File: src/rtl/tcap_pkg.sv
package tcap_pkg;
  localparam int BUS_W = 8;
  localparam logic [2:0] A_CNT_L  = 3'd0;
  localparam logic [2:0] A_CNT_H  = 3'd1;
  localparam logic [2:0] A_CAP_L  = 3'd2;
  localparam logic [2:0] A_CAP_H  = 3'd3;
  localparam logic [2:0] A_MASK   = 3'd4;
  localparam logic [2:0] A_FLAG   = 3'd5;
  localparam logic [2:0] A_CTRL   = 3'd6;
  localparam int CAP_BIT = 5;
  localparam int SEL_BIT = 0;
  localparam int LIM_BIT = 1;
endpackage

File: src/rtl/tcap_evt.sv
module tcap_evt #(
  parameter int STAGES = 2
) (
  input  logic clk,
  input  logic rst_n,
  input  logic pin,
  input  logic cmp,
  input  logic sel_cmp,
  output logic evt
);
  logic       src;
  logic [STAGES-1:0] sync_q;
  logic       prev_q;

  assign src = sel_cmp ? cmp : pin;

  generate
    for (genvar i = 0; i < STAGES; i++) begin : g_sync
      always_ff @(posedge clk or negedge rst_n) begin
        if (!rst_n) sync_q[i] <= 1'b0;
        else if (i == 0) sync_q[i] <= src;
        else sync_q[i] <= sync_q[(i == 0) ? 0 : i-1];
      end
    end
  endgenerate

  always_ff @(posedge clk or negedge rst_n) begin
    if (!rst_n) prev_q <= 1'b0;
    else prev_q <= sync_q[STAGES-1];
  end

  assign evt = sync_q[STAGES-1] & ~prev_q;

  assert_one_pulse_R4: assert property (@(posedge clk) disable iff (!rst_n)
    evt |=> !evt);
endmodule

File: src/rtl/tcap_cnt.sv
module tcap_cnt #(
  parameter int W = 16
) (
  input  logic         clk,
  input  logic         rst_n,
  input  logic         ld,
  input  logic [W-1:0] ld_val,
  input  logic         lim_en,
  input  logic [W-1:0] lim_val,
  output logic [W-1:0] cnt
);
  logic [W-1:0] cnt_d;

  always_comb begin
    if (ld)                          cnt_d = ld_val;
    else if (lim_en && cnt == lim_val) cnt_d = '0;
    else                             cnt_d = cnt + W'(1);
  end

  always_ff @(posedge clk or negedge rst_n) begin
    if (!rst_n) cnt <= '0;
    else        cnt <= cnt_d;
  end

  assert_wrap_at_limit_R7: assert property (@(posedge clk) disable iff (!rst_n)
    (lim_en && cnt == lim_val && !ld) |=> cnt == '0);
  assert_free_inc_R1: assert property (@(posedge clk) disable iff (!rst_n)
    (!lim_en && !ld) |=> cnt == W'($past(cnt) + W'(1)));
endmodule

File: src/rtl/tcap_unit.sv
module tcap_unit
  import tcap_pkg::*;
#(
  parameter int SYNC_STAGES = 2
) (
  input  logic             clk,
  input  logic             rst_n,
  input  logic [2:0]       bus_addr,
  input  logic             bus_wr,
  input  logic             bus_rd,
  input  logic [BUS_W-1:0] bus_wdata,
  output logic [BUS_W-1:0] bus_rdata,
  input  logic             cap_pin,
  input  logic             cmp_out,
  input  logic             gie,
  output logic             cap_irq
);
  localparam int CW = 2 * BUS_W;

  logic [CW-1:0]    cnt, cap_q, cap_d;
  logic [BUS_W-1:0] hold_q, hold_d, mask_q, mask_d;
  logic             flag_q, flag_d;
  logic [1:0]       ctrl_q, ctrl_d;
  logic             evt, cnt_ld;

  tcap_evt #(.STAGES(SYNC_STAGES)) u_evt (
    .clk(clk), .rst_n(rst_n), .pin(cap_pin), .cmp(cmp_out),
    .sel_cmp(ctrl_q[SEL_BIT]), .evt(evt)
  );

  assign cnt_ld = bus_wr && bus_addr == A_CNT_L;

  tcap_cnt #(.W(CW)) u_cnt (
    .clk(clk), .rst_n(rst_n), .ld(cnt_ld), .ld_val({hold_q, bus_wdata}),
    .lim_en(ctrl_q[LIM_BIT]), .lim_val(cap_q), .cnt(cnt)
  );

  always_comb begin
    hold_d = hold_q;
    cap_d  = cap_q;
    mask_d = mask_q;
    ctrl_d = ctrl_q;
    flag_d = flag_q;
    if (bus_wr) begin
      case (bus_addr)
        A_CNT_H, A_CAP_H: hold_d = bus_wdata;
        A_CAP_L:          cap_d  = {hold_q, bus_wdata};
        A_MASK:           mask_d = bus_wdata;
        A_CTRL:           ctrl_d = bus_wdata[1:0];
        A_FLAG:           if (bus_wdata[CAP_BIT]) flag_d = 1'b0;
        default: ;
      endcase
    end else if (bus_rd) begin
      if (bus_addr == A_CNT_L)      hold_d = cnt[CW-1:BUS_W];
      else if (bus_addr == A_CAP_L) hold_d = cap_q[CW-1:BUS_W];
    end
    if (evt) begin
      cap_d  = cnt;
      flag_d = 1'b1;
    end
  end

  always_ff @(posedge clk or negedge rst_n) begin
    if (!rst_n) begin
      hold_q <= '0;
      cap_q  <= '0;
      mask_q <= '0;
      ctrl_q <= '0;
      flag_q <= 1'b0;
    end else begin
      hold_q <= hold_d;
      cap_q  <= cap_d;
      mask_q <= mask_d;
      ctrl_q <= ctrl_d;
      flag_q <= flag_d;
    end
  end

  always_comb begin
    bus_rdata = '0;
    case (bus_addr)
      A_CNT_L:          bus_rdata = cnt[BUS_W-1:0];
      A_CAP_L:          bus_rdata = cap_q[BUS_W-1:0];
      A_CNT_H, A_CAP_H: bus_rdata = hold_q;
      A_MASK:           bus_rdata = mask_q;
      A_FLAG:           bus_rdata[CAP_BIT] = flag_q;
      A_CTRL:           bus_rdata[1:0] = ctrl_q;
      default: ;
    endcase
  end

  assign cap_irq = flag_q & mask_q[CAP_BIT] & gie;

  assert_cap_load_R2: assert property (@(posedge clk) disable iff (!rst_n)
    evt |=> cap_q == $past(cnt));
  assert_flag_wins_R8: assert property (@(posedge clk) disable iff (!rst_n)
    evt |=> flag_q);
  assert_hold_latch_R5: assert property (@(posedge clk) disable iff (!rst_n)
    (bus_rd && !bus_wr && bus_addr == A_CAP_L) |=> hold_q == $past(cap_q[CW-1:BUS_W]));
  assert_irq_gated_R9: assert property (@(posedge clk) disable iff (!rst_n)
    cap_irq |-> (gie && flag_q));
  assert_hi_write_only_R6: assert property (@(posedge clk) disable iff (!rst_n)
    (bus_wr && bus_addr == A_CAP_H && !evt) |=> $stable(cap_q));
endmodule

File: config.mk
export PLATFORM = sky130hd
export DESIGN_NAME = tcap_unit
export DESIGN_NICKNAME = d
export VERILOG_FILES = /design/src/rtl/tcap_pkg.sv /design/src/rtl/tcap_evt.sv /design/src/rtl/tcap_cnt.sv /design/src/rtl/tcap_unit.sv
export SDC_FILE = /design/constraint.sdc
export NUM_CORES = 1
export LEC_CHECK = 0
export BUFFER_PORTS_ARGS = -buffer_cell sky130_fd_sc_hd__buf_4
export CAP_MARGIN = 20
export CORE_MARGIN = 2
export CORE_UTILIZATION = 25
export CTS_BUF_LIST = sky130_fd_sc_hd__clkbuf_4 sky130_fd_sc_hd__clkbuf_8
export CTS_CLUSTER_DIAMETER = 80
export DETAILED_ROUTE_END_ITERATION = 6
export SKIP_CTS_REPAIR_TIMING = 1
export SLEW_MARGIN = 0
export SYNTH_ARGS = -nofsm -noshare
export SYNTH_HDL_FRONTEND = slang
export SYNTH_HIERARCHICAL = 1
export SYNTH_SLANG_ARGS = --single-unit
File: constraint.sdc
create_clock -name clk -period 1.9 [get_ports clk]
set_clock_uncertainty 0.05 [all_clocks]
set_input_delay 0.19 -clock clk [delete_from_list [all_inputs] [get_ports clk]]
set_output_delay 0.19 -clock clk [all_outputs]
set_load 0.03 [all_outputs]
# Word-level counts from Yosys, hierarchy flattened
# Cells that the tools add are included.
[totals]
elab_cells = 56
register_bits = 54
out_inout_bits = 9
[op_classes]
bitwise_logic = 4
add_sub_neg = 1
muxes = 19
reduce_logical = 15
eq_ne = 8
[op_table]
columns = ["op", "count"]
rows = [
  ["$mux W16", 5],
  ["$mux W8", 5],
  ["$add A16 B1 Y16 const B", 1],
  ["$eq A16 B16 Y1", 1],
  ["$pmux W3 S4", 1],
  ["$pmux W2 S5", 1],
  ["$reduce_bool A2 Y1", 5],
  ["$eq A3 B3 Y1 const B", 3],
  ["$pmux W2 S4", 1],
  ["$eq A3 B2 Y1 const B", 2],
  ["$reduce_and A2 Y1", 3],
  ["$reduce_and A3 Y1", 2],
  ["$mux W1", 5],
  ["$pmux W1 S5", 1],
  ["$and A1 B1 Y1", 3],
  ["$eq A3 B1 Y1 const B", 1],
  ["$logic_not A3 Y1", 1],
  ["$reduce_bool A3 Y1", 1],
  ["$logic_and A1 B1 Y1", 2],
  ["$ne A2 B1 Y1 const B", 1],
  ["$reduce_or A2 Y1", 1],
  ["$not A1 Y1", 1],
]

# Logic depth before layout (Yosys ltp)
# Gate-level depths: netlist of the first run.
[logic_depth]
depth_word = 5
depth_mapped = 8

# Hierarchy
# The synthesis of the first run kept the hierarchy.
[by_module_without_submodules]
columns = ["module", "instances", "seq_area_each_um2", "area_per_inst_um2", "cells_each"]
rows = [
  ["tcap_unit", 1, 875.8, 2195.9, 190],
  ["tcap_cnt", 1, 400.4, 1103.6, 119],
  ["tcap_evt", 1, 75.1, 96.3, 5],
]

# Worst setup path after synthesis of the first run
# Ideal clock, no wire load.
[synth_path]
kind = "input -> register"
start = "input port bus_addr[2]"
end = "register u_cnt.cnt[5]"
stages = 8
t_arrival_ns = 1.674
setup_time_ns = 0.119
t_required_ns = 1.731
path_slack_ns = 0.057
path_cell_list = "buf_6 > buf_4 > clkbuf_1 > nor3_1 > nand4b_1 > nor4_4 > buf_6 > nor2_1"
[synth_between]
elab_chain_len = 3
[synth_rtl]
columns = ["item", "line_no", "rtl"]
rows = [
  ["start, declared", "tcap_unit.sv:8", "input logic [2:0] bus_addr,"],
  ["$logic_not A3 Y1", "tcap_unit.sv:31", "assign cnt_ld = bus_wr && bus_addr == A_CNT_L;"],
  ["$logic_and A1 B1 Y1", "tcap_unit.sv:31", ""],
  ["net cnt_ld", "tcap_unit.sv:24", "logic evt, cnt_ld;"],
  ["$mux W16", "tcap_cnt.sv:15", "if (ld) cnt_d = ld_val;"],
  ["net u_cnt.cnt_d[5]", "tcap_cnt.sv:12", "logic [W-1:0] cnt_d;"],
  ["end signal, assigned", "tcap_cnt.sv:22", "else cnt <= cnt_d;"],
  ["end, declared", "tcap_cnt.sv:10", "output logic [W-1:0] cnt"],
]
# The timed path passes the listed nets, and every way through them passes these cells.
# A chain may end at the register's enable or synchronous reset.

# Worst setup path in the final report of the first run
[layout_path]
start = "register u_cnt.cnt[0]"
end = "output port bus_rdata[0]"
[layout_between]
elab_chain_len = 1
[layout_rtl]
columns = ["item", "line_no", "rtl"]
rows = [
  ["$pmux W2 S5", "tcap_unit.sv:81", "case (bus_addr)"],
  ["end, declared", "tcap_unit.sv:12", "output logic [BUS_W-1:0] bus_rdata,"],
]
# No other way between the ends.

==> reports/results.txt, run 1 <==
Vias in the first global route - 2549
Slew Viols, Final - 0
WS Path Type - reg2out
Worst Tran Pin Value - 720 ps
EDFF count, synth - 0
Crit-path cells - mux4_2 -> nand2_1 -> o31ai_1 -> buf_4
First-pass GRT wire length - 14500 um
Nets - 367
Status - finished clean
Place WS - 69.8 ps
IO Port Bufs - 26
Final hold vios - 0
Max stage delay cell, worst path - dfrtp_2
Worst Setup Slack, final - 74.8 ps
Hold WC Path Type - in2reg
Synth Instances - 314
P_leak - 0.00167 uW
GRT met2 Usage - 0.185
Max-Cap Viols - 0
Die height - 121 um
Inserted Clock Buffers - 5
Worst-Skew Late Latency - 310 ps
Site Rows - 42
Synthesized area - 3400 um^2
Met1 Resource Use GR - 0.195
Die area - 14500 um^2
DR pass1 iterations - 5
Clk root buf - clkbuf_8
Avg WL per Cell - 17.6 um
Largest net degree at the start of global routing - 55
FMAX - 0.548 GHz
Initial drt markers - 222
Synth warnings - 6
Worst VDD drop - 0.000418 V
Max incr delay on CP - 460 ps
Final min period - 1830 ps
Final worst-path cycle share - 0.961
Synthesis-to-layout area growth - 17.6%
Setup TNS - 0 ps
H-tree Lvls - 2
DRT Wirelength - 9260 um
Initial Utilization - 0.256
Share of layout cells above drive strength 1 - 0.315
CP endpoint kind - output port
Antenna Nets Post-Route - 0
Post-synth ARST share - 1.00
Worst Setup Start Kind - flip-flop
Placer Congestion - 0.960
Unrepaired setup endpoints after global routing - no
Initial antenna violation count - 0
Worst Path Required - 1660 ps
DRC Markers - 0
Clock Sinks - 54
Global route total overflow - 0
GR Util met3 - 0.0307
Vias per cell - 5.07
DP Wirelength - 6400 um
Register area share after synthesis - 0.398
Die width - 121 um
Via Count - 2661
CP max FO - 5
Pwr/cell area - 1280 nW/um^2
Crit path DAT - 1590 ps
Clock transition at path regs - 100 ps
Seq cells post-synth - 54
Overall global routing resource usage - 0.129
Antenna cells - 0
Rel. slew slack - 0.520
GRT busiest layer - met1
Post-synth top flop - dfrtp_1
Final setup viols - 0
Total I/O pin count - 27
Worst-case clock buffer depth - 2
Net Count, Synth - 333
Layout fillers - 1399
Unique masters post-synth - 42
CTS tree - built
Synth Area per Inst - 10.8 um^2
Core outline area - 13200 um^2
[final timing paths]
check	from	to	slack, ps	depth (start not counted)
setup / recovery	u_cnt/cnt[0]	bus_rdata[0]	70	4
hold / removal	cap_pin	u_evt/sync_q[0]	60	2
setup reg to reg	u_cnt/cnt[8]	u_cnt/cnt[0]	80	5
hold reg to reg	u_evt/sync_q[0]	u_evt/sync_q[1]	310	0
max in group asynchronous	rst_n	u_cnt/cnt[0]	850	2
min in group asynchronous	rst_n	mask_q[3]	420	2
[cells in the final DEF, fill, tap and decap left out, types with 2 or more instances in the layout]
master and count:
dfrtp_1 53, buf_4 43, mux2_2 31, nor2_1 25
mux2i_1 21, xnor2_1 16, o21ai_0 15, xor2_1 14
nand3_1 13, nand2_1 13, a21oi_1 12, mux2_4 11
inv_1 10, o31a_1 8, a211oi_1 8, o32ai_1 8
nand4_1 6, clkbuf_8 6, nor3_1 4, nor4_1 3
nand2b_1 2, and3_1 2, nor3_2 2, bufinv_16 2
buf_12 2
[worst max-delay path: cells and delay by family (launching register included)]
kind / cells / cell delay (ps)
and+or+nand+nor: 1 / 90
muxes: 1 / 460
buffers and inverters: 1 / 180
AOI/OAI and AO/OA: 1 / 80
DFF: 1 / 460
[metrics by stage]
stage | instances | area (um^2) | power, uW | hold slack (ps) | util
2_1_floorplan | 314 | 3400 | 3480 | -156 | -
6_report | 525 | 3990 | 5130 | 55.8 | 0.302
3_3_place_gp | 513 | 3810 | 4060 | 248 | 0.288
4_1_cts | 521 | 3950 | 5080 | -93.0 | 0.298
5_1_grt | 525 | 3990 | 5430 | 41.1 | 0.302
3_5_place_dp | 513 | 3810 | 4120 | 252 | 0.288
[cell usage after synthesis (all sizes together) (6+ instances only)]
| library cell | instances | area, um^2 |
|---|---|---|
| o31a | 8 | 70.1 |
| nor3 | 6 | 35.0 |
| a21oi | 12 | 60.1 |
| o32ai | 8 | 70.1 |
| nor2 | 27 | 125 |
| xor2 | 14 | 123 |
| dfrtp | 54 | 1350 |
| mux2 | 42 | 514 |
| a211oi | 8 | 60.1 |
| buf | 14 | 131 |
| nand3 | 13 | 65.1 |
| nand4 | 6 | 37.5 |
| mux2i | 21 | 210 |
| o21ai | 15 | 75.1 |
| inv | 11 | 46.3 |
| nand2 | 13 | 48.8 |
| clkbuf | 6 | 32.5 |
| xnor2 | 16 | 140 |
[layout make-up]
cell class,instances,area (um^2),share of cell area
clock buffer,6,82.6,0.0207
clock inverter,2,60.1,0.0150
inverter,11,46.3,0.0116
multi-input combinational,229,1850,0.463
sequential,54,1350,0.339
tap,176,220,0.0551
timing repair buffer,47,384,0.0962
[per-layer routing]
layer  wire (um)  share of wire
met5           0              0
met4          76         0.0082
met3         684          0.074
met2        4000           0.43
met1        4490           0.49
[sequential cells by signal, indices dropped and copies added, names as in the netlist]
name          count
hold_q            8
mask_q            8
u_cnt/cnt        16
flag_q            1
u_evt/prev_q      1
u_evt/sync_q      2
ctrl_q            2
cap_q            16
[where the power goes]
group,switching (uW),internal [uW],total [uW],leakage (uW)
Clock,395,562,958,0.0000714
Sequential,471,1560,2030,0.000654
Combinational,1060,1090,2140,0.000940
[logic make-up after synthesis]
logic type | Yosys count | synth area share
xor gates and xnor gates | 30 | 0.0774
buffers and inverters | 31 | 0.0619
AOI/OAI and AO/OA | 55 | 0.112
and+or+nand+nor | 79 | 0.127
DFF | 54 | 0.398
adders and majority gates | 1 | 0.00368
muxes | 64 | 0.220
(Power assumes the default switching activity.)
==> run 2, diff against run 1 <==
--- a/config.mk
+++ b/config.mk
@@ -5,13 +5,13 @@
 export SDC_FILE = /design/constraint.sdc
 export NUM_CORES = 1
 export LEC_CHECK = 0
-export BUFFER_PORTS_ARGS = -buffer_cell sky130_fd_sc_hd__buf_4
 export CAP_MARGIN = 20
 export CORE_MARGIN = 2
 export CORE_UTILIZATION = 25
 export CTS_BUF_LIST = sky130_fd_sc_hd__clkbuf_4 sky130_fd_sc_hd__clkbuf_8
 export CTS_CLUSTER_DIAMETER = 80
 export DETAILED_ROUTE_END_ITERATION = 6
+export DONT_BUFFER_PORTS = 1
 export SKIP_CTS_REPAIR_TIMING = 1
 export SLEW_MARGIN = 0
 export SYNTH_ARGS = -nofsm -noshare
==> run 2 against run 1 <==
Power decreased by 4.2%. Core utilization is 0.40 points lower. Global-route usage grew 0.29 points. Clock power decreased by 19%. Clock-buffer cell count up 2. Maximum frequency is 0.24% lower. Sequential cell count stayed put. Critical path depth is the same. Via count fell by 3.8%. Largest power group unchanged.
==> reports/results.txt, run 2 (same netlist as run 1, synthesis figures left out) <==
Placer Congestion - 0.847 (-12%)
P_leak - 0.00161 uW (-3.3%)
Die area - 14500 um^2 (unchanged)
Worst VDD drop - 0.000362 V (-13%)
FMAX - 0.547 GHz (-0.24%)
Setup TNS - 0 ps (unchanged)
Final hold vios - 0 (unchanged)
Worst Path Required - 1660 ps (about the same)
CTS tree - built
Worst Setup Start Kind - flip-flop
Final min period - 1830 ps (+4.47 ps)
Clock transition at path regs - 100 ps (about the same)
Antenna Nets Post-Route - 0 (unchanged)
Commonest non-fill, non-tap cells in the layout - 53 x dfrtp_1, 31 x mux2_2, 25 x nor2_1
Max-Cap Viols - 0 (unchanged)
Crit path DAT - 1590 ps (about the same)
Largest regs - cap_q (16), u_cnt/cnt (16)
DR pass1 iterations - 4 (-1)
DRT Wirelength - 9580 um (+3.5%)
Via Count - 2560 (-3.8%)
Antenna cells - 0 (unchanged)
Vias in the first global route - 2464 (-3.3%)
Share of layout cells above drive strength 1 - 0.265 (-0.0505)
Initial antenna violation count - 0 (unchanged)
Most common cell after layout, fill and taps aside - dfrtp_1
Worst Tran Pin Value - 526 ps (-194 ps)
IO Port Bufs - 0 (-100%)
Status - finished clean
Synthesis-to-layout area growth - 16.1%
Fin util - 0.298 (-0.00397)
Clock Sinks - 54 (unchanged)
Site Rows - 42 (unchanged)
Total I/O pin count - 27 (unchanged)
Pwr/cell area - 1250 nW/um^2 (-2.9%)
WS Path Type - reg2out
Layout fillers - 1410 (+0.79%)
Avg WL per Cell - 18.6 um (+5.3%)
Initial drt markers - 257 (+16%)
Worst-Skew Late Latency - 320 ps (about the same)
CP endpoint kind - output port
Clk root buf - clkbuf_8
Final setup viols - 0 (unchanged)
Final worst-path cycle share - 0.963 (+0.00235)
Nets - 358 (-2.5%)
Initial Utilization - 0.256 (unchanged)
Total power - 4920 uW (-4.2%)
Vias per cell - 4.96 (-2.1%)
Hold WC Path Type - in2reg
Global route total overflow - 0 (unchanged)
Worst-case clock buffer depth - 2 (unchanged)
Largest net degree at the start of global routing - 55 (unchanged)
DRC Markers - 0 (unchanged)
Rel. slew slack - 0.648 (+0.128)
Die height - 121 um (unchanged)
Inserted Clock Buffers - 5 (unchanged)
Slew Viols, Final - 0 (unchanged)
Core outline area - 13200 um^2 (unchanged)
DP Wirelength - 6290 um (-1.7%)
First-pass GRT wire length - 14700 um (+1.1%)
H-tree Lvls - 2 (unchanged)
Hold Slack - 37.2 ps (-18.6 ps)
Die width - 121 um (unchanged)
CP max FO - 6 (+1)
Unrepaired setup endpoints after global routing - no
Overall global routing resource usage - 0.132 (+0.00286)
==> run 2: stage by stage <==
stage / setup WS [ps] / instance area (um^2) / cells
final: 70.3 / 3940 / 516
after global placement: 154 / 3660 / 493
after detailed placement: -9.61 / 3660 / 493
after floorplan: 57.4 / 3400 / 314
after CTS: -22.0 / 3770 / 501
after global routing: 1.66 / 3940 / 516
==> run 2: critical path, cell delays in order, from the launching register on <==
cell	delay, ps
dfrtp_2	450
mux4_2	460
nand2_1	90
o31ai_1	90
buf_4	180
==> run 2: area by class of cell <==
type / count / area (um^2) / area share
Multi-Input combinational cell: 229 / 1850 / 0.469
Clock buffer: 8 / 110 / 0.0279
Inverter: 11 / 46.3 / 0.0117
Sequential cell: 54 / 1350 / 0.343
Tap cell: 176 / 220 / 0.0559
Timing Repair Buffer: 38 / 364 / 0.0924
==> run 2: final timing paths <==
| kind | start | to | slack, ps | cells after the start |
|---|---|---|---|---|
| worst max-delay path | u_cnt/cnt[0] | bus_rdata[0] | 70 | 4 |
| max in group asynchronous | rst_n | u_cnt/cnt[0] | 1150 | 2 |
| min in group asynchronous | rst_n | u_cnt/cnt[3] | 390 | 2 |
| worst min register to register | u_evt/sync_q[0] | u_evt/sync_q[1] | 310 | 0 |
| worst min-delay path | bus_addr[2] | flag_q | 40 | 3 |
| worst max register to register | u_cnt/cnt[8] | u_cnt/cnt[9] | 130 | 5 |
==> run 2: layer usage <==
metal | track usage | wire length, um | up-vias
li1 | - | - | 1177
met1 | 0.202 | 4520 | 1285
met2 | 0.187 | 4180 | 92
met3 | 0.0358 | 832 | 6
met4 | 0.0174 | 48 | 0
met5 | 0 | 0 | -
==> run 2: power by group <==
part | leakage [uW] | switching, uW | internal, uW | total, uW
logic | 0.000899 | 1020 | 1100 | 2120
registers | 0.000654 | 457 | 1560 | 2020
clock network | 0.0000575 | 406 | 369 | 775
total | 0.00161 | 1880 | 3030 | 4920
